[src/rtl/lsu_pkg.sv]
package lsu_pkg;
  typedef enum logic [1:0] {
    SZ_BYTE = 2'b00,
    SZ_HALF = 2'b01,
    SZ_WORD = 2'b10,
    SZ_WALT = 2'b11
  } size_e;
endpackage

[src/rtl/lsu_word_align.sv]
module lsu_word_align #(
  parameter int ADDR_W = 32,
  parameter int NB     = 4
) (
  input  logic [ADDR_W-1:0] addr_i,
  output logic [ADDR_W-1:0] aligned_o
);
  localparam logic [ADDR_W-1:0] OFF_MASK = ADDR_W'(NB - 1);

  assign aligned_o = addr_i & ~OFF_MASK;
endmodule

[src/rtl/lsu_store_steer.sv]
module lsu_store_steer
  import lsu_pkg::*;
#(
  parameter int DATA_W = 32,
  parameter int NB     = DATA_W / 8,
  parameter int OFF_W  = $clog2(NB)
) (
  input  size_e             size_i,
  input  logic [OFF_W-1:0]  off_i,
  input  logic [DATA_W-1:0] data_i,
  output logic [DATA_W-1:0] lanes_o,
  output logic [NB-1:0]     mask_o
);
  for (genvar i = 0; i < NB; i++) begin : g_lane
    logic       sel;
    logic [7:0] byte_v;
    always_comb begin
      case (size_i)
        SZ_BYTE: begin
          sel    = (off_i == OFF_W'(i));
          byte_v = data_i[7:0];
        end
        SZ_HALF: begin
          sel    = (off_i[OFF_W-1:1] == (OFF_W-1)'(i / 2));
          byte_v = data_i[8*(i%2) +: 8];
        end
        default: begin
          sel    = 1'b1;
          byte_v = data_i[8*i +: 8];
        end
      endcase
    end
    assign lanes_o[8*i +: 8] = byte_v;
    assign mask_o[i]         = sel;
  end
endmodule

[src/rtl/lsu_load_pick.sv]
module lsu_load_pick
  import lsu_pkg::*;
#(
  parameter int DATA_W = 32,
  parameter int NB     = DATA_W / 8,
  parameter int OFF_W  = $clog2(NB)
) (
  input  size_e             size_i,
  input  logic              uns_i,
  input  logic [OFF_W-1:0]  off_i,
  input  logic [DATA_W-1:0] word_i,
  output logic [DATA_W-1:0] data_o
);
  logic [DATA_W-1:0] by_byte, by_half;
  logic [7:0]        b_v;
  logic [15:0]       h_v;

  assign by_byte = word_i >> {off_i, 3'b000};
  assign by_half = word_i >> {off_i[OFF_W-1:1], 4'b0000};
  assign b_v     = by_byte[7:0];
  assign h_v     = by_half[15:0];

  always_comb begin
    case (size_i)
      SZ_BYTE: data_o = {{(DATA_W-8){b_v[7] & ~uns_i}}, b_v};
      SZ_HALF: data_o = {{(DATA_W-16){h_v[15] & ~uns_i}}, h_v};
      default: data_o = word_i;
    endcase
  end
endmodule

[src/rtl/lsu_align_top.sv]
module lsu_align_top
  import lsu_pkg::*;
#(
  parameter int ADDR_W = 32,
  parameter int DATA_W = 32
) (
  input  logic              clk,
  input  logic              rst,
  input  logic              req_valid,
  input  logic              req_write,
  input  logic [1:0]        req_size,
  input  logic              req_unsigned,
  input  logic [ADDR_W-1:0] req_addr,
  input  logic [DATA_W-1:0] req_wdata,
  input  logic [DATA_W-1:0] mem_rdata,
  input  logic              fetch_req,
  input  logic [ADDR_W-1:0] fetch_pc,
  output logic              mem_valid,
  output logic              mem_wen,
  output logic [ADDR_W-1:0] mem_addr,
  output logic [DATA_W-1:0] mem_wdata,
  output logic [DATA_W/8-1:0] mem_wmask,
  output logic              load_valid,
  output logic [DATA_W-1:0] load_data,
  output logic              fetch_valid,
  output logic [ADDR_W-1:0] fetch_addr
);
  localparam int NB    = DATA_W / 8;
  localparam int OFF_W = $clog2(NB);

  size_e             size_v;
  logic [OFF_W-1:0]  off_v;
  logic [ADDR_W-1:0] data_al, fetch_al;
  logic [DATA_W-1:0] st_lanes, ld_val;
  logic [NB-1:0]     st_mask;
  logic              is_st, is_ld;

  assign size_v = size_e'(req_size);
  assign off_v  = req_addr[OFF_W-1:0];
  assign is_st  = req_valid & req_write;
  assign is_ld  = req_valid & ~req_write;

  lsu_word_align #(.ADDR_W(ADDR_W), .NB(NB)) u_dal (
    .addr_i(req_addr), .aligned_o(data_al));
  lsu_word_align #(.ADDR_W(ADDR_W), .NB(NB)) u_fal (
    .addr_i(fetch_pc), .aligned_o(fetch_al));

  lsu_store_steer #(.DATA_W(DATA_W)) u_st (
    .size_i(size_v), .off_i(off_v), .data_i(req_wdata),
    .lanes_o(st_lanes), .mask_o(st_mask));

  lsu_load_pick #(.DATA_W(DATA_W)) u_ld (
    .size_i(size_v), .uns_i(req_unsigned), .off_i(off_v),
    .word_i(mem_rdata), .data_o(ld_val));

  always_ff @(posedge clk) begin
    if (rst) begin
      mem_valid   <= 1'b0;
      mem_wen     <= 1'b0;
      mem_addr    <= '0;
      mem_wdata   <= '0;
      mem_wmask   <= '0;
      load_valid  <= 1'b0;
      load_data   <= '0;
      fetch_valid <= 1'b0;
      fetch_addr  <= '0;
    end else begin
      mem_valid   <= req_valid;
      mem_wen     <= is_st;
      mem_addr    <= req_valid ? data_al : '0;
      mem_wdata   <= is_st ? st_lanes : '0;
      mem_wmask   <= is_st ? st_mask : '0;
      load_valid  <= is_ld;
      load_data   <= is_ld ? ld_val : '0;
      fetch_valid <= fetch_req;
      fetch_addr  <= fetch_req ? fetch_al : '0;
    end
  end
endmodule

[config.mk]
export PLATFORM = sky130hd
export DESIGN_NAME = lsu_align_top
export DESIGN_NICKNAME = d
export VERILOG_FILES = /design/src/rtl/lsu_pkg.sv /design/src/rtl/lsu_word_align.sv /design/src/rtl/lsu_store_steer.sv /design/src/rtl/lsu_load_pick.sv /design/src/rtl/lsu_align_top.sv
export SDC_FILE = /design/constraint.sdc
export NUM_CORES = 1
export LEC_CHECK = 0
export CORE_MARGIN = 3
export CORE_UTILIZATION = 41
export CTS_BUF_LIST = sky130_fd_sc_hd__clkbuf_4
export DETAILED_ROUTE_END_ITERATION = 10
export GPL_TIMING_DRIVEN = 0
export MAX_ROUTING_LAYER = met4
export PLACE_DENSITY = 0.87
export SLEW_MARGIN = 10
export SYNTH_ARGS = -nofsm -noshare
export SYNTH_HDL_FRONTEND = slang
export SYNTH_SLANG_ARGS = --single-unit
[constraint.sdc]
create_clock -name clk -period 2.2 [get_ports clk]
set_input_delay 0.22 -clock clk [delete_from_list [all_inputs] [get_ports clk]]
set_output_delay 0.22 -clock clk [all_outputs]
set_load 0.05 [all_outputs]
== After elaboration in Yosys (flattened, before gate mapping) ==
Index checks and enable logic that the tools add are counted.
Operators by class
  equality and inequality tests: 4
  shift operators: 2
  muxes and demuxes: 8
  bitwise gates (word level): 11
  reduce and logical (&&, ||, !) cells: 7
Operator list (count)
  one-hot mux 32 bit (2 select lines): 1
  right shift 32 x 5 -> 16 bit: 1
  right shift 32 x 5 -> 8 bit: 1
  two-way mux 8 bit: 2
  one-hot mux 8 bit (2 select lines): 1
  OR reduction 2 bit: 5
  one-hot mux 1 bit (2 select lines): 4
  inverter 1 bit: 7
  AND 1 bit: 4
  == test 2 x 1 -> 1 bit (second input constant): 2
  == test 2 bit (second input constant): 2
  logical NOT 2 bit: 2
Word-level totals
  flip-flop bits (word level): 136
  input port bits: 136
  output and inout bits: 136
  logic and storage cells: 43

== Logic depth before layout (Yosys ltp) ==
Gate-level depths: netlist of run 1.
  depth after elaboration: 4
  gate-level depth with buffers: 5
  gate-level depth less buffers: 3

== Hierarchy ==
A second synthesis of run 1 with hierarchy kept.
Second synthesis, totals
  cells, all modules: 531
  area total of the unflattened synthesis: 6043.3 µm²
By module, submodules not included
  lsu_align_top: instances 1, cells an instance 308, area each 4284.1 µm², seq. area each 2722.6 µm²
  lsu_load_pick: instances 1, cells an instance 93, area each 709.4 µm², seq. area each 0.0 µm²
  lsu_store_steer: instances 1, cells an instance 64, area each 561.8 µm², seq. area each 0.0 µm²
  lsu_word_align: instances 2, cells an instance 33, area each 244.0 µm², seq. area each 0.0 µm²

== Worst setup path before layout of run 1 ==
OpenSTA, ideal clock, no wires.
  path type: in2reg
  from: input req_size[1]
  to: register load_data[20]
  library setup time: 0.132 ns
  data arrival time: 1.050 ns
  required time: 2.068 ns
  slack: 1.017 ns
  stages on the path: 5
  buffers on the path: 2
  cell sequence: buf_2 > clkinv_1 > nand4b_2 > buf_2 > a31oi_1
On the way
  longest elaborated chain between the ends: 2
  elaborated cells between the ends (all ways): 3
  classes of those cells: eq/ne: 1; mux: 1; reduce/logical: 1
Ends and longest elaborated chain
  start: declaration: line lsu_align_top.sv:11  | input logic [1:0] req_size,
  == test 2 x 1 -> 1 bit / logical NOT 2 bit (equally long branches): line lsu_load_pick.sv:24  | case (size_i)
  one-hot mux 32 bit (2 select lines) (*): line lsu_load_pick.sv:24
  end signal: assignment: line lsu_align_top.sv:74  | load_data <= is_ld ? ld_val : '0;
  end: declaration: line lsu_align_top.sv:24  | output logic [DATA_W-1:0] load_data,
Every way passes the cells marked *; elsewhere a longest branch is shown, timed or not.
A chain may end at the register's enable or synchronous reset.

== Worst setup path after layout of run 1 ==
  from: register fetch_addr[10]
  to: output fetch_addr[10]
RTL lines
  start: declaration: line lsu_align_top.sv:26  | output logic [ADDR_W-1:0] fetch_addr
  start signal: assignment: line lsu_align_top.sv:76  | fetch_addr <= fetch_req ? fetch_al : '0;
No word-level cell between the ends.

==> impl_results.md, run 1 <==
- IO Port Bufs: 263
- CTS H-tree lvls: 4
- DRC viols: 0
- Post-CTS Repair Setup Buffers: 0
- Power Total: 5.29 mW
- NumNets Final: ~860
- Count leader, synth: dfxtp_1
- Global routing's busiest layer: met2
- Top-Level Pins: 272
- Post-CTS Resized: 0
- Critical-path cell list: clkdlybuf4s50_1
- Yosys top cell by area: dfxtp_1
- Unique masters post-synth: 35
- Setup Viol. Count Final: 0
- Root buffer cell: clkbuf_4
- Sequential share of the synthesized area: 58.8%
- Max Clock Freq: 511 MHz
- Synth Register Bits: about 130
- Pwr dens: 694 nW/um2
- Minimum clock period: about 2.0 ns
- Detailed Routing Iterations Pass 1: 5
- Post-synth EDFFs: 0
- Syn Std Cell Area: 4500 um2
- Clock buffer depth: 2
- Routed vias: 4291
- P_leak: between 2 and 3 nW
- Max cap viols: 0
- Synth async-reset ratio: 0%
- Largest net degree at the start of global routing: 17
- Row cnt: 37
- Hold Crit Class: in -> reg
- Final Hold Vio Count: 0
- Post-synth top flop: dfxtp_1
- Synth warnings: 0
- Vias in the first global route: 4297
- DRT antenna net count: 0
- Status: complete, no violations
- Critical path's largest stage delay: 0.82 ns
- WL/cell: 18.1 um
- Worst endpoint required time: between 1.5 and 2 ns
- Hold WS: between 0.1 and 0.15 ns
- Grt ovf: 0
- Worst slew margin: 58.3%
- Die Y: around 110 um
- Top area cells in the synthesized netlist: dfxtp_1 (59%), and2_1 (9.3%), nand2_1 (4.8%)
- Cells after Synth: between 400 and 500
- Hpwl dp: 12.6 mm
- Tcrit/Tclk final: 89.0%
- Met3 usage: 8.19%
- Max FO, Critical Path: 1
- WP data arrival: approximately 1.7 ns
- Core ar.: around 11000 um2
- DRT Wirelength: 15.8 mm
- GP Congestion: 0.870
- Starting Density: 42.8%
- Slew @ Worst Pin: 0.609 ns
- Initial antenna violation count: 0
- Hold buffers post-CTS: 0
- Cts bufs inserted: 17
- Final Max Tran Viols: 0
- Layout cells sized above 1: 9.19%
- Average size of a mapped cell: 10.2 um2
- Area delta synth->final: 69.6%
- Clock transition at path regs: between 0.1 and 0.15 ns
- Critical Path End Type: output pin
- Die X: 111 um
- Clk sinks: 132
- CP top delay family: buffers and inverters
- Post-synth top cells: dfxtp_1 (132), and2_1 (67), nand2_1 (57)
- Grt met1 use: between 20 and 30%
- Crit Path Class: reg -> out
- Avg Vias per Cell: 4.89
- First-pass GRT wire length: 24.1 mm
- Fillers: around 750
- Highest-delay cell along the critical path: clkdlybuf4s50_1
- Die ar.: 12300 um2
- Synth top area share: 58.8%
- Peak VDD IR: ~0.42 mV
- TNS Setup: 0 ns
- Initial DRC count: 255
- Startpoint types: flip-flop
- CTS tree: yes
- CP bufs+invs: 1
- RSZ-0062 raised after global routing: false
- Global-route usage over all layers: 26.2%
- Met2 Usage GRT: 44.7%
[registers in the layout, indices dropped and copies added (netlist names)]
signal,count
mem_wen,1
mem_wmask,4
fetch_addr,30
load_valid,1
mem_addr,30
mem_wdata,32
fetch_valid,1
load_data,32
mem_valid,1
[final timing paths]
| check | from | endpoint | cells past startpoint |
|---|---|---|---|
| setup / recovery | fetch_addr[10] | fetch_addr[10] | 1 |
| hold / removal | req_size[0] | mem_wdata[28] | 4 |
[cells by family (layout without fill, tap and decap cells)]
group,count (synthesis),in the layout,share of synthesized area [%]
mux,19,19,4.62
flops,132,132,58.8
compound gates,78,78,11.4
buf+inv,43,338,4.92
simple gates,169,169,20.2
other cells,1,5,0.0834
[cell type report]
cell class                 count  area, um2  share of cell area, %
clock inverter                15        188                   2.46
multi-input combinational    270       1640                   21.6
inverter                       5       18.8                  0.246
buffer                        38        203                   2.66
timing repair buffer         263       2630                   34.5
clock buffer                  17        128                   1.67
sequential                   132       2640                   34.6
antenna                        1       2.50                 0.0328
tap                          136        170                   2.23
[power breakdown]
group          switching (mW)  internal, mW
clock network           0.891         0.889
registers              0.0229          2.47
logic                   0.568         0.450
total                    1.48          3.81
[metal layers]
metal / vias to the layer above / wire length [um] / part of all wire [%]
met2: 241 / 8090 / 51
li1: 2048 / - / -
met3: 37 / 1230 / 7.8
met4: 0 / 486 / 3.1
met1: 1965 / 6020 / 38
met5: - / 0 / 0
[per-stage QoR]
stage / instance area (um2) / util, % / setup slack (ns) / instances
after detailed placement: 7310 / 69.6 / 0.112 / 844
after CTS: 7630 / 72.6 / 0.197 / 876
after global placement: 7310 / 69.6 / 0.106 / 844
final: 7630 / 72.6 / 0.241 / 877
after global routing: 7630 / 72.6 / 0.158 / 876
after floorplan: 4510 / - / 1.02 / 445
[layout by cell type (no fill, tap or decap), types with 11 or more instances in the layout]
master           synthesis  final
nor2_1                  19     19
a31oi_1                 23     23
dfxtp_1                132    132
clkbuf_1                15     15
and2_1                  67     67
a2111oi_0               12     12
clkdlybuf4s50_1          0    263
a21oi_1                 21     21
nand2_1                 57     57
buf_2                   11     11
clkbuf_4                 0     17
(Power assumes the default switching activity.)
==> run 2: changes to the inputs <==
--- a/config.mk
+++ b/config.mk
@@ -12,7 +12,6 @@
 export GPL_TIMING_DRIVEN = 0
 export MAX_ROUTING_LAYER = met4
 export PLACE_DENSITY = 0.87
-export SLEW_MARGIN = 10
 export SYNTH_ARGS = -nofsm -noshare
 export SYNTH_HDL_FRONTEND = slang
 export SYNTH_SLANG_ARGS = --single-unit
==> results of run 2 <==
The final DEF is identical to that of run 1; final timing and power are the same.
==> run 3: changes to the inputs <==
--- a/config.mk
+++ b/config.mk
@@ -5,7 +5,7 @@
 export SDC_FILE = /design/constraint.sdc
 export NUM_CORES = 1
 export LEC_CHECK = 0
-export CORE_MARGIN = 3
+export CORE_MARGIN = 2
 export CORE_UTILIZATION = 41
 export CTS_BUF_LIST = sky130_fd_sc_hd__clkbuf_4
 export DETAILED_ROUTE_END_ITERATION = 10
==> impl_results.md, run 3 (same netlist as run 1, synthesis figures left out) <==
- Most common cell after layout, fill and taps aside: clkdlybuf4s50_1
- Setup Viol. Count Final: 0
- Initial antenna violation count: 1
- Dpl ws: 0.0655 ns
- Top flop regs: load_data: 32 flops, mem_wdata: 32 flops
- Clk sinks: 132
- Design area: about 7700 um2
- Status: complete, no violations
- Clock transition at path regs: 0.11 ns
- Largest net degree at the start of global routing: 17
- Hold buffers post-CTS: 0
- P_leak: 3.02 nW
- Global-route usage over all layers: 26.3%
- NumNets Final: 863
- TNS Setup: 0 ns
- WP data arrival: 1.72 ns
- Clock buffer depth: 2
- Core ar.: around 11000 um2
- Reg power frac: 46.3%
- GP Congestion: 0.905
- DRT antenna net count: 0
- Net switching power: ~1.4 mW
- Routed vias: 4301
- Root buffer cell: clkbuf_4
- Hpwl dp: 12.1 mm
- Critical path's largest stage delay: roughly 0.87 ns
- RSZ-0062 raised after global routing: false
- Die X: about 110 um
- Logic pwr share: 18.9%
- Most frequent cells in the layout: clkdlybuf4s50_1 (263), dfxtp_1 (132), and2_1 (67), nand2_1 (57), a31oi_1 (23)
- Die ar.: 11800 um2
- Area delta synth->final: 70.2%
- Grt ovf: 0
- CTS H-tree lvls: 4
- Final std cells w/o fill: 881
- CP bufs+invs: 1
- Switching share of power: 26.4%
- Minimum clock period: roughly 1.9 ns
- Die Y: 109 um
- DRT Wirelength: roughly 15 mm
- Max FO, Critical Path: 1
- Peak VDD IR: 0.385 mV
- Hold Path Depth: 3
- Final Max Tran Viols: 0
- Layout cells sized above 1: a little under a tenth
- Starting Density: 41.7%
- Top-Level Pins: roughly 270
- Avg Vias per Cell: 4.88
- Power Total: between 5 and 6 mW
- DRC viols: 0
- Highest-delay cell along the critical path: clkdlybuf4s50_1
- Worst endpoint required time: just under 2 ns
- WL/cell: about 17 um
- Clock power share: 34.8%
- Worst slew margin: 59.6%
- Final Hold Vio Count: 0
- Fin worst setup slack: 0.264 ns
- Min-Delay Endpoint: load_data[17]
- IO Port Bufs: 263
- Detailed Routing Iterations Pass 1: 5
- Hold Crit Class: in -> reg
- Max cap viols: 0
- Fillers: 810
- Row cnt: 38
- Startpoint types: flip-flop
- Hold path start: req_size[0]
- Critical-path cell list: clkdlybuf4s50_1
- Dpl cell area: 7320 um2
- Hold WS: 0.162 ns
- Tcrit/Tclk final: 88.0%
- Max Clock Freq: 516 MHz
- First-pass GRT wire length: 22.5 mm
- Cts bufs inserted: 17
- Initial DRC count: 254
- CTS tree: yes
- CP top delay family: buffers and inverters
- Slew @ Worst Pin: 0.603 ns
- Vias in the first global route: 4209
- Post-CTS Resized: 0
- Crit Path Class: reg -> out
- Placed Instances: 848
- Internal Dissipation: about 4.0 mW
- Final core utilization: 70.9%
- Pwr dens: just over 700 nW/um2
- Post-CTS Repair Setup Buffers: 0
- Critical Path End Type: output pin
run 3: cell types whose count changed in the layout (fill, tap and decap cells not counted):
cell        before  now
inv_6            1    0
clkinv_4         1    0
clkinvlp_4       3    1
clkbuf_4        17   20
bufinv_16        4    5
run 3: metal layers:
layer | vias to the layer above | track usage [%] | wire [um]
met3 | 35 | 6.87 | 1170
met5 | - | - | 0
li1 | 2048 | - | -
met2 | 232 | 44.9 | 7900
met1 | 1986 | 29.0 | 5780
met4 | 0 | 11.6 | 451
run 3: final cells by class:
| type | count | area (um2) | share of cell area [%] |
|---|---|---|---|
| Sequential cell | 132 | 2640 | 34.5 |
| Timing Repair Buffer | 263 | 2630 | 34.4 |
| Multi-Input combinational cell | 270 | 1640 | 21.5 |
| Buffer | 38 | 203 | 2.65 |
| Clock inverter | 12 | 185 | 2.42 |
| Tap cell | 140 | 175 | 2.29 |
| Clock buffer | 20 | 150 | 1.96 |
| Inverter | 5 | 18.8 | 0.245 |
| Antenna cell | 1 | 2.50 | 0.0327 |
run 3: power groups by stage:
stage               Combinational [mW]  Sequential (mW)  Clock (mW)
global placement                 0.992             2.55           0
CTS                               1.02             2.50        1.92
detailed placement                1.01             2.55           0
finish                            1.02             2.50        1.87
global route                      1.07             2.50        2.03
floorplan                        0.232             2.84           0
run 3: worst max path at each step:
stage,start,end,cells past startpoint
2_1_floorplan,req_size[1],load_data[20],5
3_3_place_gp,req_addr[0],load_data[13],5
3_5_place_dp,req_addr[1],load_data[2],5
4_1_cts,mem_wdata[7],mem_wdata[7],1
5_1_grt,mem_wdata[7],mem_wdata[7],1
6_report,mem_wdata[1],mem_wdata[1],1
